**src/rtl/audio_slot_tx.sv**
```systemverilog
module audio_slot_tx #(
  parameter int NUM_CH = 8
) (
  input  logic                 clk,
  input  logic                 rst_n,
  input  logic                 bclk_i,
  input  logic                 fsync_i,
  input  logic [1:0]           fmt_i,
  input  logic [1:0]           wlen_i,
  input  logic [4:0]           tx_offset_i,
  input  logic                 fsync_inv_i,
  input  logic                 bclk_inv_i,
  input  logic [NUM_CH-1:0]    ch_en_i,
  input  logic [NUM_CH*5-1:0]  ch_slot_i,
  input  logic [NUM_CH*32-1:0] ch_data_i,
  output logic                 sd_o,
  output logic                 sd_oe_o
);
  localparam int SMP_W = 32;
  localparam int BIT_W = $clog2(SMP_W);
  localparam int CH_W  = (NUM_CH > 1) ? $clog2(NUM_CH) : 1;

  logic b_s, b_d, fs_s, fs_prev;
  logic valid, right_half;
  logic [5:0] wait_cnt;
  logic [4:0] slot_cnt;
  logic [BIT_W-1:0] bit_cnt;
  logic [SMP_W-1:0] shadow [NUM_CH];

  wire rise = b_s & ~b_d;
  wire fall = ~b_s & b_d;
  wire is_tdm = (fmt_i == 2'b00);
  wire is_i2s = (fmt_i == 2'b01);
  wire is_lj  = (fmt_i == 2'b10);
  wire rsv    = (fmt_i == 2'b11);
  wire fs_chg = rise && (fs_s != fs_prev);

  wire tdm_ref  = is_tdm && fs_chg && fs_s;
  wire half_ref = (is_i2s || is_lj) && fs_chg;
  wire any_ref  = tdm_ref || half_ref;
  wire frm_ref  = tdm_ref || (is_i2s && fs_chg && !fs_s) || (is_lj && fs_chg && fs_s);
  wire ref_right = (is_i2s && fs_s) || (is_lj && !fs_s);

  wire [5:0] dly = {5'd0, !is_lj} + {1'b0, tx_offset_i};
  wire [4:0] slot_lim = is_tdm ? 5'd31 : 5'd15;

  logic [BIT_W-1:0] wl_m1;
  always_comb begin
    case (wlen_i)
      2'b00:   wl_m1 = BIT_W'(15);
      2'b01:   wl_m1 = BIT_W'(19);
      2'b10:   wl_m1 = BIT_W'(23);
      default: wl_m1 = BIT_W'(31);
    endcase
  end

  wire [4:0] cur_slot = is_tdm ? slot_cnt : {right_half, slot_cnt[3:0]};

  logic            own_hit;
  logic [CH_W-1:0] own_ch;
  always_comb begin
    own_hit = 1'b0;
    own_ch  = '0;
    for (int i = NUM_CH - 1; i >= 0; i--) begin
      if (ch_en_i[i] && ch_slot_i[i*5 +: 5] == cur_slot) begin
        own_hit = 1'b1;
        own_ch  = CH_W'(i);
      end
    end
  end

  wire [BIT_W-1:0] tap = BIT_W'(SMP_W - 1) - bit_cnt;
  wire cur_bit = shadow[own_ch][tap];

  always_ff @(posedge clk or negedge rst_n) begin
    if (!rst_n) begin
      b_s <= 1'b0;
      b_d <= 1'b0;
      fs_s <= 1'b0;
    end else begin
      b_s <= bclk_i ^ bclk_inv_i;
      b_d <= b_s;
      fs_s <= fsync_i ^ fsync_inv_i;
    end
  end

  always_ff @(posedge clk or negedge rst_n) begin
    if (!rst_n) begin
      fs_prev <= 1'b0;
      valid <= 1'b0;
      right_half <= 1'b0;
      wait_cnt <= '0;
      slot_cnt <= '0;
      bit_cnt <= '0;
    end else begin
      if (rise) fs_prev <= fs_s;
      if (rsv) begin
        valid <= 1'b0;
        wait_cnt <= '0;
      end else if (any_ref) begin
        right_half <= ref_right;
        slot_cnt <= '0;
        bit_cnt <= '0;
        valid <= (dly == 6'd0);
        wait_cnt <= dly;
      end else if (rise) begin
        if (wait_cnt > 6'd1) begin
          wait_cnt <= wait_cnt - 6'd1;
        end else if (wait_cnt == 6'd1) begin
          wait_cnt <= '0;
          valid <= 1'b1;
        end else if (valid) begin
          if (bit_cnt >= wl_m1) begin
            bit_cnt <= '0;
            if (slot_cnt == slot_lim) valid <= 1'b0;
            else slot_cnt <= slot_cnt + 5'd1;
          end else begin
            bit_cnt <= bit_cnt + 1'b1;
          end
        end
      end
    end
  end

  for (genvar k = 0; k < NUM_CH; k++) begin : g_cap
    always_ff @(posedge clk or negedge rst_n) begin
      if (!rst_n) shadow[k] <= '0;
      else if (frm_ref) shadow[k] <= ch_data_i[k*SMP_W +: SMP_W];
    end
  end

  always_ff @(posedge clk or negedge rst_n) begin
    if (!rst_n) begin
      sd_o <= 1'b0;
      sd_oe_o <= 1'b0;
    end else if (fall) begin
      sd_oe_o <= valid && own_hit;
      sd_o <= valid && own_hit && cur_bit;
    end
  end


  out_hold_chk: assert property (@(posedge clk) disable iff (!rst_n)
    !fall |=> ($stable(sd_o) && $stable(sd_oe_o)));


  idle_zero_chk: assert property (@(posedge clk) disable iff (!rst_n)
    !sd_oe_o |-> !sd_o);


  bit_range_chk: assert property (@(posedge clk) disable iff (!rst_n)
    (valid && !any_ref && !rsv && $stable(wlen_i)) |=> (bit_cnt <= wl_m1 || $changed(wlen_i)));


  wait_excl_chk: assert property (@(posedge clk) disable iff (!rst_n)
    (wait_cnt != 6'd0) |-> !valid);


  rsv_idle_chk: assert property (@(posedge clk) disable iff (!rst_n)
    rsv |=> !valid);
endmodule

```
**config.mk**
```make
export PLATFORM = sky130hd
export DESIGN_NAME = audio_slot_tx
export DESIGN_NICKNAME = d
export VERILOG_FILES = /design/src/rtl/audio_slot_tx.sv
export SDC_FILE = /design/constraint.sdc
export NUM_CORES = 1
export LEC_CHECK = 0
export CORE_ASPECT_RATIO = 1.2
export CORE_MARGIN = 2
export CORE_UTILIZATION = 30
export CTS_CLUSTER_DIAMETER = 40
export CTS_CLUSTER_SIZE = 40
export DETAILED_ROUTE_END_ITERATION = 10
export GPL_TIMING_DRIVEN = 0
export PLACE_DENSITY_LB_ADDON = 0.08
export SYNTH_ARGS = -nofsm -noshare
export SYNTH_HDL_FRONTEND = slang
export SYNTH_SLANG_ARGS = --single-unit
```
**constraint.sdc**
```tcl
create_clock -name clk -period 3.98 [get_ports clk]
set_input_delay 0.796 -clock clk [delete_from_list [all_inputs] [get_ports clk]]
set_output_delay 0.796 -clock clk [all_outputs]
set_load 0.02 [all_outputs]
```
Word level (Yosys, flattened, before mapping). Index checks and enable logic that the tools add are counted.

Register bits: 280. Input port bits: 319. Output and inout port bits: 2. Word-level logic and storage cells: 146.

Add/subtract/negate cells: 5. $lt $le $gt $ge: 4. Equal/unequal tests: 20. Muxes and demuxes: 50. Bitwise logic cells: 8. Reductions and logical operators: 40.

Operators with widths (number): 32-bit binary-select mux with 3-bit select (1); 5-bit two-way mux (15); 32-bit two-way mux (2); 5-bit equality test (9); 6-bit two-way mux (5); 3-bit two-way mux (8); 1-bit logical AND (20); 1-bit two-way mux (17); 5-bit one-hot mux with 3 select lines (1); 5-bit by 1-bit adder with 5-bit output, second input constant (2); 7-bit AND reduction (1); 1-bit by 5-bit adder with 6-bit output (1); 2-bit equality test, second input constant (3); 6-bit by 1-bit equality test with 1-bit output, second input constant (1); 6-bit by 1-bit > comparator with 1-bit output, second input constant (1); 6-bit logical NOT (1); 5-bit by 6-bit < comparator with 1-bit output, second input constant (1); 2-bit inequality test, second input constant (3); 2-bit AND reduction (3); 2-bit nonzero test (3); 6-bit by 1-bit subtractor with 6-bit output, second input constant (1); 1-bit binary-select mux with 5-bit select (1); 5-bit >= comparator (1); 1-bit logical OR (5); 14 further kinds (21).

Depth between registers and ports, before layout. Gate-level depths: netlist of run 1.

Depth after elaboration: 19. Mapped depth: 17. Mapped depth without buffers: 13.

Worst setup path before layout of run 1. No wires, ideal clock.

Path type: input port to flip-flop. Start point: in fmt_i[0]. End point: reg sd_o. Setup time: 0.139 ns. Arrival: 4.055 ns. Data required time: 3.841 ns. Slack: -0.215 ns. Stages: 15. Path buffers: 2. Path through: inv_1 ha_1 mux2i_4 xor2_1 nand4_1 a211oi_1 o21ai_1 nand2_1 buf_2 buf_1 nand3_1 a31oi_1 nand3_1 a2111oi_0 o41ai_2.

Word-level cells in the longest chain between the ends: 19. Elaborated cells between the ends (all ways): 42. Those cells by class: 8 x eq/ne; 22 x mux; 1 x bitwise; 11 x reduce/logical.

Ends and longest elaborated chain: start: declaration (line 8) `input logic [1:0] fmt_i,`; 2-bit logical NOT * (line 32) `wire is_tdm = (fmt_i == 2'b00);`; 5-bit two-way mux * (line 57) `wire [4:0] cur_slot = is_tdm ? slot_cnt : {right_half, slot_cnt[3:0]};`; 5-bit equality test (line 65) `if (ch_en_i[i] && ch_slot_i[i*5 +: 5] == cur_slot) begin`; 1-bit logical AND (line 65); 3-bit two-way mux (8 in series) (line 65); 3-bit NOT with 4-bit output (not written as such) (line 73) `wire cur_bit = shadow[own_ch][tap];`; 32-bit binary-select mux with 3-bit select (line 73); 32-bit two-way mux (not written as such) (2 in series) (line 73); 1-bit binary-select mux with 5-bit select (line 73); 1-bit two-way mux (not written as such) (line 73); 1-bit logical AND * (line 138) `sd_o <= valid && own_hit && cur_bit;`; end signal: assignment (line 138); end: declaration (line 16) `output logic sd_o,`.

Mark *: on every way between the ends. The rest lies on a longest branch, timed or not. The select of a mux whose other input is x is not followed. A chain may end at the register's enable or synchronous reset.

Worst setup path after layout of run 1.
Start point: in fmt_i[1]. End point: reg sd_o.

The elaborated chain is that of the path after synthesis.

==> out/results.tsv, run 1 <==
metric	value	unit
peakVddDrop	334	uV
grt_pass1_wl	82700	um
tritoncts	yes	
reg2regPathDepth	15	
report.final.slew_viol_count	0	
drc	0	
die_height	241	um
drt_pass1_iterations	4	
use_met3	4.52	%
hp-class	in2async	
syn_area_per_cell	12.1	um^2
maxSlewHeadroom	32.6	%
crit_path_start_kind	input port	
clkSlewWorstSetupHoldPaths	0.05	ns
grt_use_met1	30.1	%
critPathRequiredTime	4.45	ns
synthesis.area	0.0141	mm^2
worst_pin_slew	1.01	ns
ys_top_cells_by_area	dfrtp_1 50%, mux2_2 22%, mux2i_1 4.1%	
rr_endpoint	sd_o	
grt_pass1_vias	12100	
cp-startpoint	fmt_i[1]	
finalPower	0.0137	W
period_needed	3.92	ns
pwr-share-seq	36.3	%
ys_ff_latch	280	
yosys.area.top_type	dfrtp_1	
io_buffers	320	
syn_inst	1165	
r2r-start	slot_cnt[2]	
cts-hold-fix-buffers	0	
overflow	0	
die_area	0.0486	mm^2
ys_warn_count	0	
dr.first_iter.drc_count	627	
timing.fmax	0.255	GHz
synth_ff_type	dfrtp_1	
grt_max_degree	93	
synth_edf_count	0	
synth_top_area_share	49.8	%
synthesis.nets	1499	
critPathCaptureType	flip-flop	
antenna_found_initial	2	
finalHoldViolations	0	
route.vias.total	11400	
wl_per_cell	25.8	um
p_sw_share	31.5	%
powerDensity	654	mW/mm^2
p_switching	0.00430	W
viasPerCell	5.09	
cts_root_buf	clkbuf_16	
wl	57800	um
pin_count	321	
grt_use_total	23.8	%
fin_skew	0.0205	ns
fin_util	45.4	%
place_congestion	0.827	
clock_latency	0.59	ns
outcome	finished, final reports clean	
async_flop_share	100	%
clock-sinks	280	
synth.distinct_cells	69	
drive_gt1_share	31.5	%
top_usage_layer	met2	
numCtsBuffers	51	
ant_nets	0	
period_share	98.4	%
p_leak	8.56	nW
combPwrFrac	31.3	%
cp_data_arrival_time	4.39	ns
layout_commonest_cell	clkdlybuf4s50_1	
hpwlAfterDp	42400	um
core	0.0461	mm^2
critPathKind	in2reg	
finalSetupViolations	0	
final_cell_mix	317 x clkdlybuf4s50_1, 280 x dfrtp_1, 272 x mux2_2, 97 x nand2_1, 55 x mux2i_1	
crit_end	sd_o	
cts-root-to-sink-buffers	3	
fp.dieW	202	um
rows	86	
ys_seq_area_share	49.8	%
initial_utilization	30.5	%
path_max_fanout	8	
internal_power	0.00936	W
clockPowerShare	32.4	%
nets	1911	
nFillCells	4365	
area_growth	48.7	%
maxCapViolCount	0	
use_met2	41.1	%
cts-htree-levels	2	
r2r_slack	0.10	ns
kinds of logic (layout without fill, tap and decap cells):
kind of cell	Yosys count	count (layout)	synth area share [%]
compound gates	172	172	9.09
xor+xnor	49	49	3.05
fa+ha+maj	15	15	1.33
buf+inv	85	538	2.58
flops	280	280	49.8
mux	335	335	26.6
other cells	0	1	0
simple gates	229	229	7.48
cell usage after synthesis (4+ instances only):
cell type / count
nand2_1: 101
o21ai_0: 34
a21oi_1: 20
xnor2_1: 35
o22ai_1: 4
buf_2: 14
a311oi_1: 13
ha_1: 15
nor2_1: 35
dfrtp_1: 280
nand3_1: 38
a2111oi_0: 5
a221oi_1: 12
nand4_1: 7
a211oi_1: 7
inv_1: 17
clkbuf_1: 47
a21o_1: 4
nor3_1: 12
a31oi_1: 11
o211a_1: 5
mux2_2: 273
o211ai_1: 12
a22o_1: 5
o221ai_1: 6
nand2b_1: 7
mux2i_1: 58
nor2b_1: 5
xor2_1: 14
and3_1: 4
worst max-delay path, stage by stage:
cell	delay, ns
buf_4	0.15
inv_12	0.05
ha_4	0.14
mux2i_4	0.24
buf_12	0.16
xnor2_4	0.07
or3_4	0.40
a211o_4	0.38
a21oi_4	0.18
buf_12	0.14
buf_12	0.11
buf_12	0.14
buf_12	0.15
nand2_1	0.07
a311oi_2	0.31
o31ai_1	0.11
o311a_1	0.42
o41ai_2	0.34
what timing repair did:
| action | CTS | global route |
|---|---|---|
| endpoints found under the setup margin | 1 | 1 |
| setup buffers | 26 | 12 |
| resized for setup | 106 | 33 |
| pin swaps | 25 | 24 |
power by group through the flow:
stage          clock network, W  logic, W  registers [W]
2_1_floorplan                 0   0.00257        0.00473
3_3_place_gp                  0   0.00383        0.00495
3_5_place_dp                  0   0.00391        0.00498
4_1_cts                 0.00452   0.00419        0.00494
5_1_grt                 0.00466   0.00461        0.00512
6_report                0.00443   0.00427        0.00496
registers in the layout, summed over array words and instances (netlist names):
register / flops
b_d: 1
b_s: 1
bit_cnt: 5
fs_prev: 1
fs_s: 1
right_half: 1
sd_o: 1
sd_oe_o: 1
shadow: 256
slot_cnt: 5
valid: 1
wait_cnt: 6
final cells by class:
class / instances / area (um^2) / share of cell area, %
clock inverter: 34 / 394 / 1.88
inverter: 17 / 81.3 / 0.389
clock buffer: 60 / 1350 / 6.46
timing repair buffer: 361 / 3710 / 17.7
sequential: 280 / 7010 / 33.5
tap: 616 / 771 / 3.69
buffer: 66 / 438 / 2.09
antenna: 1 / 2.50 / 0.0120
multi-input combinational: 800 / 7160 / 34.2
routing by layer:
layer	vias up	wire [um]
li1	5113	-
met4	2	1810
met3	82	3220
met1	5798	24300
met2	383	28400
met5	-	16
per-stage QoR:
| stage | std cells | instance area, um^2 | TNS (ns) | hold WS [ns] | worst slack [ns] |
|---|---|---|---|---|---|
| floorplan | 1165 | 14200 | -0.0237 | 0.367 | -0.0237 |
| global placement | 2101 | 18100 | -3116.03 | 0.389 | -11.10 |
| detailed placement | 2104 | 18200 | -22.09 | 0.387 | -2.48 |
| CTS | 2222 | 20600 | 0 | 0.0548 | 0.00259 |
| global route | 2235 | 20900 | -0.00321 | 0.0750 | -0.00321 |
| finish | 2235 | 20900 | 0 | 0.0688 | 0.0640 |
worst min path at each step:
stage / startpoint / endpoint / slack [ns] / cells after the start
2_1_floorplan: b_s / b_d / 0.37 / 0
3_3_place_gp: b_s / b_d / 0.39 / 0
3_5_place_dp: b_s / b_d / 0.39 / 0
4_1_cts: rst_n / shadow[198] / 0.05 / 1
5_1_grt: rst_n / shadow[135] / 0.08 / 1
6_report: rst_n / shadow[198] / 0.07 / 1
(Power assumes the default switching activity.)
==> run 2, diff against run 1 <==
==> constraint.sdc (replaced) <==
create_clock -name clk -period 3.3 [get_ports clk]
set_input_delay 0.66 -clock clk [delete_from_list [all_inputs] [get_ports clk]]
set_output_delay 0.66 -clock clk [all_outputs]
set_load 0.02 [all_outputs]
==> out/results.tsv, run 2 (synthesis results as in run 1) <==
metric	value	unit	change
multi_input_area	0.00723	mm^2	+1.1%
final_area	0.0212	mm^2	+1.4%
clkSlewWorstSetupHoldPaths	0.05	ns	about the same
peakVddDrop	403	uV	+20%
antenna_found_initial	2		unchanged
period_share	113	%	
place_area	0.0182	mm^2	unchanged
finalHoldViolations	0		unchanged
overflow	0		unchanged
nets	1933		+1.2%
report.final.slew_viol_count	0		unchanged
wl_per_cell	25.7	um	-0.53%
drive_gt1_share	32.8	%	+1.3 points
hold_start	b_s		
period_needed	3.74	ns	
fp.dieW	202	um	unchanged
cts-root-to-sink-buffers	3		unchanged
outcome	finished, violations left		
max_stage_delay	0.50	ns	+0.08 ns
route.vias.total	11400		-0.079%
r2r_slack	-0.42	ns	-0.52 ns
top_register	shadow		
rows	86		unchanged
final_cell_mix	315 x clkdlybuf4s50_1, 280 x dfrtp_1, 271 x mux2_2, 96 x nand2_1, 54 x mux2i_1		
maxCapViolCount	0		unchanged
viasPerCell	5.04		-1.1%
drt_pass1_iterations	4		unchanged
cp_data_arrival_time	4.21	ns	-0.18 ns
nFillCells	4335		-0.69%
grt_use_total	23.9	%	+0.065 points
drc	0		unchanged
path_max_fanout	8		unchanged
critPathKind	in2reg		
grt_pass1_vias	12200		+0.98%
setup_ws	-0.443	ns	-0.507 ns
grt_pass1_wl	83000	um	+0.31%
area_growth	50.8	%	
rsz0062_at_grt	true		
core	0.0461	mm^2	unchanged
rr_endpoint	sd_o		
reg2regPathDepth	13		-2
hpwlAfterDp	42400	um	unchanged
io_buffers	320		unchanged
tritoncts	yes		
finalSetupViolations	1		+1
timing.fmax	0.267	GHz	
wl	58000	um	+0.45%
crit_chain	buf_12 -> inv_12 -> ha_4 -> mux2i_4 -> buf_12 -> xnor2_4 -> or3_4 -> a211o_4 -> a21oi_4 -> buf_6 -> mux2i_2 -> mux4_2 -> and2_4 -> a2111oi_4 -> a2111oi_4 -> o41ai_2		
critPathCaptureType	flip-flop		
numCtsBuffers	51		unchanged
fin_skew	0.0218	ns	+0.00126 ns
initial_utilization	30.5	%	unchanged
largestRegisters	shadow x256, wait_cnt x6		
cp_slowest_cell	mux4_2		
p_leak	8.72	nW	+1.9%
hp-class	reg2reg		
clock-sinks	280		unchanged
cts-htree-levels	2		unchanged
powerDensity	783	mW/mm^2	+20%
fin_tns_setup	-0.443	ns	-0.443 ns
crit_path_start_kind	input port		
die_area	0.0486	mm^2	unchanged
largest_reg_flops	256		unchanged
hold_depth	0		
die_height	241	um	unchanged
critPathRequiredTime	3.77	ns	-0.68 ns
ant_nets	0		unchanged
min_to	b_d		
place_congestion	0.827		unchanged
worst_pin_slew	1.02	ns	+0.0107 ns
dr.first_iter.drc_count	682		+8.8%
clock_latency	0.59	ns	about the same
r2r-start	slot_cnt[3]		
layout_commonest_cell	clkdlybuf4s50_1		
grt_max_degree	93		unchanged
cts_root_buf	clkbuf_16		
violations	negative setup slack		
pin_count	321		unchanged
maxSlewHeadroom	31.8	%	-0.72 points
final-seq-area	0.00701	mm^2	unchanged
## run 2: worst max-delay path by stage
stage | slack (ns) | from | end | cells past startpoint
floorplan | -0.57 | fmt_i[1] | sd_o | 14
global placement | -11.65 | rst_n | shadow[21] | 1
detailed placement | -3.02 | fmt_i[1] | sd_o | 16
CTS | -0.44 | slot_cnt[1] | sd_o | 14
global route | -0.53 | fmt_i[1] | sd_o | 15
finish | -0.44 | fmt_i[1] | sd_o | 16
## run 2: per-layer routing
metal	up-vias	wire length [um]	track usage (%)
met5	-	16	0
met4	2	1780	8.07
met3	84	3050	4.51
met2	365	28600	41.2
met1	5759	24500	30.2
li1	5159	-	-
## run 2: repair_timing
action / 4_1_cts / 5_1_grt
gates resized for setup: 131 / 32
hold endpoints to repair: 33 / 0
hold buffers: 1 / 0
buffers inserted: 42 / 17
pin swaps: 33 / 24
setup endpoints to repair: 109 / 5
## run 2: cell type report
| cell class | count | share of cell area, % |
|---|---|---|
| inverter | 17 | 0.384 |
| multi-input combinational | 800 | 34.1 |
| tap | 616 | 3.64 |
| sequential | 280 | 33.1 |
| buffer | 66 | 2.20 |
| antenna | 1 | 0.0118 |
| timing repair buffer | 383 | 18.4 |
| clock inverter | 34 | 1.86 |
| clock buffer | 60 | 6.37 |
## run 2: critical path: cells and delay by family
kind,cells,cell delay [ns]
simple gates,2,0.55
xor+xnor,1,0.08
mux,3,0.84
buf+inv,4,0.52
compound gates,5,1.39
fa+ha+maj,1,0.14
## run 2: through the flow
step	utilization [%]	hold WS, ns	setup WS, ns	power [W]	cells
floorplan	-	0.364	-0.568	0.00880	1165
global placement	39.4	0.389	-11.65	0.0106	2101
detailed placement	39.6	0.387	-3.02	0.0107	2104
CTS	45.3	0.404	-0.437	0.0166	2239
global route	46.0	0.414	-0.535	0.0175	2257
finish	46.0	0.400	-0.443	0.0166	2257
## run 2: power breakdown
part	switching [W]	internal, W	leakage (nW)
combinational	0.00241	0.00285	4.52
sequential	0.000896	0.00509	3.38
clock	0.00194	0.00342	0.825
total	0.00524	0.0114	8.72
==> run 3, diff against run 2 <==
--- a/config.mk
+++ b/config.mk
@@ -12,7 +12,7 @@
 export CTS_CLUSTER_SIZE = 40
 export DETAILED_ROUTE_END_ITERATION = 10
 export GPL_TIMING_DRIVEN = 0
-export PLACE_DENSITY_LB_ADDON = 0.08
+export PLACE_DENSITY = 0.57
 export SYNTH_ARGS = -nofsm -noshare
 export SYNTH_HDL_FRONTEND = slang
 export SYNTH_SLANG_ARGS = --single-unit
==> out/results.tsv, run 3 (synthesis results as in run 1) <==
metric	value	unit	change
cts-htree-levels	2		unchanged
area_growth	47.6	%	
pwr-share-seq	36.2	%	about the same
grt_use_total	23.0	%	-0.86 points
worst_pin_slew	1.07	ns	+0.0458 ns
drive_gt1_share	30.6	%	-2.2 points
wl_per_cell	25.3	um	-1.6%
clock-sinks	280		unchanged
p_leak	8.51	nW	-2.4%
rsz0062_at_grt	true		
largestRegisters	shadow x256, wait_cnt x6		
clockPowerShare	33.0	%	+0.7 points
clock_latency	0.58	ns	about the same
pin_count	321		unchanged
antenna_found_initial	2		unchanged
combPwrFrac	30.8	%	-0.9 points
initial_utilization	30.5	%	unchanged
period_share	116	%	+2.4 points
timing.fmax	0.262	GHz	-2.1%
r2r-start	slot_cnt[4]		
drt_pass1_iterations	5		+1
numCtsBuffers	50		-2.0%
fin_skew	0.0208	ns	-0.000976 ns
hpwlAfterDp	41100	um	-3.0%
cp-startpoint	fmt_i[0]		
clkSlewWorstSetupHoldPaths	0.06	ns	about the same
drc	0		unchanged
violations	negative setup slack		
ant_nets	0		unchanged
core	0.0461	mm^2	unchanged
report.final.slew_viol_count	0		unchanged
fp.dieW	202	um	unchanged
cp_data_arrival_time	4.29	ns	+0.08 ns
finalSetupViolations	1		unchanged
crit_end	sd_o		
setup_ws	-0.523	ns	-0.0801 ns
critPathRequiredTime	3.77	ns	about the same
path_max_fanout	10		+2
overflow	0		unchanged
tritoncts	yes		
finalPower	0.0165	W	-0.38%
crit_path_start_kind	input port		
die_height	241	um	unchanged
die_area	0.0486	mm^2	unchanged
grt_pass1_vias	12200		-0.057%
p_switching	0.00522	W	-0.35%
reg2regPathDepth	17		+4
cts-root-to-sink-buffers	3		unchanged
period_needed	3.82	ns	+0.0801 ns
place_area	0.0182	mm^2	-0.15%
rows	86		unchanged
top_register	shadow		
io_buffers	320		unchanged
finalHoldViolations	0		unchanged
cts_root_buf	clkbuf_16		
fin_util	45.1	%	-0.95 points
wl	56400	um	-2.7%
grt_max_degree	114		+23%
maxCapViolCount	0		unchanged
layout_commonest_cell	clkdlybuf4s50_1		
place_congestion	0.875		+5.7%
final_cell_mix	317 x clkdlybuf4s50_1, 280 x dfrtp_1, 272 x mux2_2, 98 x nand2_1, 56 x mux2i_1		
rr_endpoint	sd_o		
nets	1906		-1.4%
r2r_slack	-0.48	ns	-0.06 ns
outcome	finished, violations left		
powerDensity	797	mW/mm^2	+1.7%
grt_pass1_wl	80900	um	-2.4%
critPathKind	in2reg		
route.vias.total	11600		+2.3%
fin_tns_setup	-0.523	ns	-0.0801 ns
final_area	0.0208	mm^2	-2.1%
p_sw_share	31.6	%	about the same
dr.first_iter.drc_count	745		+9.2%
hp-class	in2async		
largest_reg_flops	256		unchanged
critPathCaptureType	flip-flop		
maxSlewHeadroom	28.8	%	-3.1 points
peakVddDrop	397	uV	-1.4%
viasPerCell	5.21		+3.5%
internal_power	0.0113	W	-0.39%
[run 3: cell types whose count changed in the layout (fill, tap and decap cells not counted), moves of 3 or more]
cell and change:
buf_4 -19, clkinvlp_4 -6, inv_8 +6, xnor2_1 +5, xnor2_4 -3
[run 3: worst min-delay path by stage]
stage | start | endpoint | slack [ns] | cells after the start
6_report | rst_n | slot_cnt[1] | 0.04 | 1
5_1_grt | rst_n | slot_cnt[0] | 0.06 | 1
4_1_cts | rst_n | slot_cnt[1] | 0.04 | 1
3_5_place_dp | b_s | b_d | 0.42 | 0
3_3_place_gp | b_s | b_d | 0.44 | 0
2_1_floorplan | rst_n | b_d | 0.36 | 0
[run 3: metal layers]
layer	up-vias	share of wire, %	global-route usage (%)
met5	-	0.032	0
met4	2	4.2	10.2
met3	145	7.2	4.98
met2	551	48	38.9
met1	5820	40	28.4
li1	5107	-	-
[run 3: worst max-delay path, cell delays in order]
cell and delay (ns):
buf_8 0.10, inv_6 0.05, ha_4 0.16, mux2i_4 0.25, buf_12 0.16, buf_6 0.09
xor2_1 0.13, nand4_1 0.13, buf_6 0.17, a211o_4 0.36, a21oi_4 0.28, buf_12 0.18
buf_12 0.16, buf_12 0.17, nand2_2 0.06, a311oi_2 0.36, a211oi_2 0.09, a211oi_2 0.31
a221oi_2 0.08, o41ai_2 0.29
[run 3: what timing repair did]
| action | 4_1_cts | 5_1_grt |
|---|---|---|
| pin swaps | 21 | 5 |
| endpoints found under the setup margin | 108 | 1 |
| gates resized for setup | 111 | 9 |
| hold buffers | 0 | 0 |
| setup buffers | 34 | 1 |
[run 3: final cells by class]
class | count | area, um^2
repair buffers | 357 | 3640
multi-input cells | 800 | 7050
inverters | 17 | 81.3
flip-flops and latches | 280 | 7010
diodes | 1 | 2.50
plain buffers | 66 | 437
clock buffers | 59 | 1330
well taps | 616 | 771
clock inverters | 34 | 442
fillers | 4322 | 25300
[run 3: through the flow]
stage          instances  worst slack, ns  hold WS [ns]
3_3_place_gp        2101           -11.02         0.440
4_1_cts             2228           -0.476        0.0421
5_1_grt             2230           -0.615        0.0596
6_report            2230           -0.523        0.0368
2_1_floorplan       1165           -0.568         0.364
3_5_place_dp        2103            -2.92         0.424
[run 3: power by group through the flow]
stage / combinational (W) / clock, W / sequential (W)
after detailed placement: 0.00466 / 0 / 0.00599
after floorplan: 0.00310 / 0 / 0.00570
final: 0.00509 / 0.00546 / 0.00599
after CTS: 0.00506 / 0.00554 / 0.00595
after global placement: 0.00455 / 0 / 0.00596
after global routing: 0.00546 / 0.00570 / 0.00616
